### src/rtl/chstat_pkg.sv
package chstat_pkg;
    // default number of channel status bits kept per block
    localparam int unsigned CS_KEEP_DEF = 32;
endpackage

### src/rtl/chstat_framer.sv
module chstat_framer #(
    parameter int unsigned W = chstat_pkg::CS_KEEP_DEF
) (
    input  logic         clk,
    input  logic         rst_n,
    input  logic         lock_ok,
    input  logic         frame_stb,
    input  logic         cbit,
    input  logic         blk_start,
    output logic [W-1:0] hold_o,
    output logic         valid_o
);
    localparam int unsigned IW = $clog2(W + 1);
    localparam int unsigned PW = (W > 1) ? $clog2(W) : 1;

    typedef struct packed {
        logic [W-1:0]  cap;
        logic [IW-1:0] idx;
        logic          armed;
        logic [W-1:0]  hold;
        logic          valid;
    } fr_st_t;

    fr_st_t st_d, st_q;

    always_comb begin
        st_d = st_q;
        if (!lock_ok) begin
            st_d = '0;
        end else if (frame_stb) begin
            if (blk_start) begin
                st_d.cap    = '0;
                st_d.cap[0] = cbit;
                st_d.idx    = IW'(1);
                st_d.armed  = 1'b1;
            end else if (st_q.armed && (st_q.idx < IW'(W))) begin
                st_d.cap[st_q.idx[PW-1:0]] = cbit;
                st_d.idx = st_q.idx + 1'b1;
            end
            if (st_d.armed && (st_d.idx == IW'(W))) begin
                st_d.hold  = st_d.cap;
                st_d.valid = 1'b1;
                st_d.armed = 1'b0;
            end
        end
    end

    always_ff @(posedge clk or negedge rst_n) begin
        if (!rst_n) st_q <= '0;
        else        st_q <= st_d;
    end

    assign hold_o  = st_q.hold;
    assign valid_o = st_q.valid;
endmodule

### src/rtl/chstat_shiftout.sv
module chstat_shiftout #(
    parameter int unsigned W = chstat_pkg::CS_KEEP_DEF
) (
    input  logic         clk,
    input  logic         rst_n,
    input  logic         lock_ok,
    input  logic [W-1:0] word_i,
    input  logic         cs_n,
    input  logic         sck,
    output logic         sdo
);
    typedef struct packed {
        logic [W-1:0] sr;
        logic         cs_n_prev;
        logic         sck_prev;
    } sh_st_t;

    localparam sh_st_t SH_RESET = '{sr: '0, cs_n_prev: 1'b1, sck_prev: 1'b0};

    sh_st_t sh_d, sh_q;

    always_comb begin
        sh_d           = sh_q;
        sh_d.cs_n_prev = cs_n;
        sh_d.sck_prev  = sck;
        if (!lock_ok) begin
            sh_d.sr = '0;
        end else if (!cs_n && sh_q.cs_n_prev) begin
            sh_d.sr = word_i;
        end else if (!cs_n && sck && !sh_q.sck_prev) begin
            sh_d.sr = sh_q.sr >> 1;
        end
    end

    always_ff @(posedge clk or negedge rst_n) begin
        if (!rst_n) sh_q <= SH_RESET;
        else        sh_q <= sh_d;
    end

    assign sdo = !cs_n && sh_q.sr[0];
endmodule

### src/rtl/chstat_capture.sv
module chstat_capture #(
    parameter int unsigned CAP_W = chstat_pkg::CS_KEEP_DEF
) (
    input  logic clk,
    input  logic rst_n,
    input  logic lock_ok,
    input  logic frame_stb,
    input  logic cbit_in,
    input  logic blk_start,
    input  logic if_mode,
    input  logic host_cs_n,
    input  logic host_sck,
    output logic host_sdo,
    output logic status_flag
);
    logic [CAP_W-1:0] hold_w;
    logic             valid_w;

    chstat_framer #(.W(CAP_W)) framer_i (
        .clk       (clk),
        .rst_n     (rst_n),
        .lock_ok   (lock_ok),
        .frame_stb (frame_stb),
        .cbit      (cbit_in),
        .blk_start (blk_start),
        .hold_o    (hold_w),
        .valid_o   (valid_w)
    );

    chstat_shiftout #(.W(CAP_W)) shift_i (
        .clk     (clk),
        .rst_n   (rst_n),
        .lock_ok (lock_ok),
        .word_i  (hold_w),
        .cs_n    (host_cs_n),
        .sck     (host_sck),
        .sdo     (host_sdo)
    );

    assign status_flag = if_mode || valid_w;
endmodule

### config.mk
export PLATFORM = sky130hd
export DESIGN_NAME = chstat_capture
export DESIGN_NICKNAME = d
export VERILOG_FILES = /design/src/rtl/chstat_pkg.sv /design/src/rtl/chstat_framer.sv /design/src/rtl/chstat_shiftout.sv /design/src/rtl/chstat_capture.sv
export SDC_FILE = /design/constraint.sdc
export NUM_CORES = 1
export LEC_CHECK = 0
export BUFFER_PORTS_ARGS = -buffer_cell sky130_fd_sc_hd__buf_2
export CAP_MARGIN = 20
export CORE_ASPECT_RATIO = 1.2
export CORE_MARGIN = 2
export CORE_UTILIZATION = 25
export DETAILED_ROUTE_END_ITERATION = 6
export PLACE_DENSITY_LB_ADDON = 0.3
export REMOVE_ABC_BUFFERS = 1
export SYNTH_ARGS = -nofsm -noshare
export SYNTH_HDL_FRONTEND = slang
export SYNTH_SLANG_ARGS = --single-unit
### constraint.sdc
create_clock -name clk -period 4.2 [get_ports clk]
set_clock_uncertainty 0.15 [all_clocks]
set_input_delay 0.42 -clock clk [delete_from_list [all_inputs] [get_ports clk]]
set_output_delay 0.42 -clock clk [all_outputs]
set_load 0.02 [all_outputs]
==> run metrics <==
Seq/Total Area, Yosys=0.509; area of the multi-input gates=0.00230 sq mm; largest net degree at the start of global routing=67; Leakage Power=2.61 nW; CP max FO=23; IO Count=11; Via Count=3723; Chip Width=136 um; unrepaired setup endpoints after global routing=no; pre-CTS setup slack=1.55 ns; Post-CTS Setup Bufs=0; multiplexer share of the synthesized area=0.0637; initial antenna violation count=0; VDD IR max=0.245 mV; Post-synth EDFFs=0; cell count after synthesis=501; TNS Setup=0 ns; most used flip-flop cell after synthesis=dfrtp_1; row count=57; Synth area leader=dfrtp_1; Die Ht=162 um; FMAX=0.380 GHz; DR WL/cell=15.1 um; FILL cells=2097; Avg Cell Area, Syn=10.4 sq um; largest family of logic cells by synthesized area=compound AO/OA/AOI/OAI gates; Post-Syn Area=0.00521 sq mm; Max Transition Viols Final=0; xor-xnor portion of the synthesized cell area=0.00312; crit end category=flip-flop; CTS root buf=clkbuf_16; RePlAce Congestion=0.805; Synth Area in Simple Gates=0.139; core area=0.0203 sq mm; placed instance area=0.00541 sq mm; post-route cell area=0.00572 sq mm; CTS tree=done; DPL Wire Length=7220 um; min-delay worst type=input pin to asynchronous set/reset pin; adder-cell share of the synthesized area=0.00961; maximum level of the CTS H-tree=3; fin crit share=0.627; initial drt markers=156; Final setup viols=0; first-pass GRT wire length=19300 um; area of the die=0.0220 sq mm; ANT cells=0; min Tclk post-route=2.63 ns; gr ovfl total=0; register area=0.00265 sq mm; Layout Nets=501; CTS clock-pin slew for the worst setup and hold paths=0.07 ns; Max-slew headroom=0.430; Final WS setup=1.57 ns; number of buffers created by CTS=9; status=finished, final reports clean; Hold Vio Cnt, Final=0; # port buffers=10; Num Clock Sinks=106; Synth Area in Compound Gates=0.223; ys async rst share=1.00; Area growth, synth to finish=9.75%; Synth Register Bits=106; Slew @ Worst Pin=0.853 ns; Max-cap violations=0; drt via density=4.91; startpoint types=flip-flop; Pwr per Cell Area=341 mW/mm^2; crit path DAT=2.77 ns; vias in the first global route=3767; drc violations=0; # hold bufs at CTS=0; Total Power=1.95 mW; library cells used by synthesis=46; YS warnings=0; Tot GR Track Use=0.109; CP Class=flip-flop to flip-flop; Initial Utilization=0.256; final hold slack=0.0280 ns; WP data required=4.33 ns; top cells by count, synth=105 x dfrtp_1, 78 x nand2_1, 34 x o31ai_1; most frequent cell after synthesis=dfrtp_1; total wire length=11500 um; top area cells in the synthesized netlist=dfrtp_1 50%, mux2i_1 6.1%, nand2_1 5.6%; Pre-Repair DR Iteration Count=4; CTS max path bufs=2; later-pin clock latency in the skew report=0.34 ns; Antenna Nets Post-Route=0; CTS resizes=0; fraction of layout cells with a size suffix above 1=0.112; top cell type's share of synthesized area=0.504
through the flow:
stage	util	std cells
detailed placement	0.266	741
CTS	0.280	757
global route	0.281	758
floorplan	-	458
finish	0.281	758
global placement	0.266	741
flip-flops by register name, summed over array words and instances (netlist names):
signal and count:
framer_i.st_q 39, framer_i.valid_o 1, shift_i.sh_q 34, framer_i.hold_o 32
worst max-delay path, cell delays in order, from the launching register on:
cell and delay, ns:
dfrtp_1 0.49, inv_1 0.14, ha_1 0.35, nor3b_2 0.18
a2bb2oi_2 0.27, and3_1 0.41, buf_4 0.38, a22o_1 0.19
path summary, 6_finish.rpt:
| check | start | end | slack (ns) | cells after the start |
|---|---|---|---|---|
| min reg2reg | framer_i.st_q[68] | framer_i.st_q[68] | 0.33 | 1 |
| min in group clk | host_sck | shift_i.sh_q[0] | 0.05 | 1 |
| max reg2reg | framer_i.st_q[34] | framer_i.hold_o[22] | 1.57 | 7 |
| max | framer_i.st_q[34] | framer_i.hold_o[22] | 1.57 | 7 |
| max in group asynchronous | rst_n | framer_i.st_q[34] | 3.04 | 2 |
| min | rst_n | framer_i.hold_o[6] | 0.03 | 1 |
cell families (layout without fill, tap and decap cells):
group / after synthesis / after routing
AO/OA/AOI/OAI: 163 / 163
AND/OR/NAND/NOR: 147 / 147
flip-flops: 106 / 106
buffers and inverters: 47 / 39
multiplexers: 33 / 33
adder cells (fa/ha/maj): 4 / 4
XOR/XNOR: 1 / 1
power by group:
| group | internal, mW | switching (mW) | leakage, nW |
|---|---|---|---|
| clock | 0.422 | 0.382 | 0.133 |
| sequential | 1.02 | 0.00509 | 1.47 |
| combinational | 0.0289 | 0.0890 | 1.01 |
layout by cell type, fill, tap and decap left out, drive strengths merged, types with 4 or more instances in the layout:
| cell | n |
|---|---|
| dfrtp | 105 |
| nor2 | 17 |
| o21ai | 21 |
| nor3b | 4 |
| clkbuf | 11 |
| nand2 | 78 |
| a21o | 32 |
| buf | 19 |
| a22o | 31 |
| nand3 | 22 |
| nor2b | 4 |
| ha | 4 |
| a21oi | 34 |
| inv | 6 |
| nand3b | 7 |
| o31ai | 34 |
| mux2i | 32 |
| and3b | 4 |
metal layers:
| metal | GRT usage | up-vias | share of wire |
|---|---|---|---|
| li1 | - | 1771 | - |
| met5 | 0 | - | 0 |
| met2 | 0.185 | 70 | 0.50 |
| met1 | 0.142 | 1868 | 0.45 |
| met3 | 0.0150 | 14 | 0.031 |
| met4 | 0.0421 | 0 | 0.022 |
layout make-up:
type,count,share of cell area
Sequential cell,106,0.464
Tap cell,265,0.0580
Clock buffer,11,0.0425
Timing Repair Buffer,19,0.0245
Multi-Input combinational cell,348,0.402
Inverter,4,0.00263
Clock inverter,5,0.00657
Note: power is estimated with default switching activity, not from simulation.
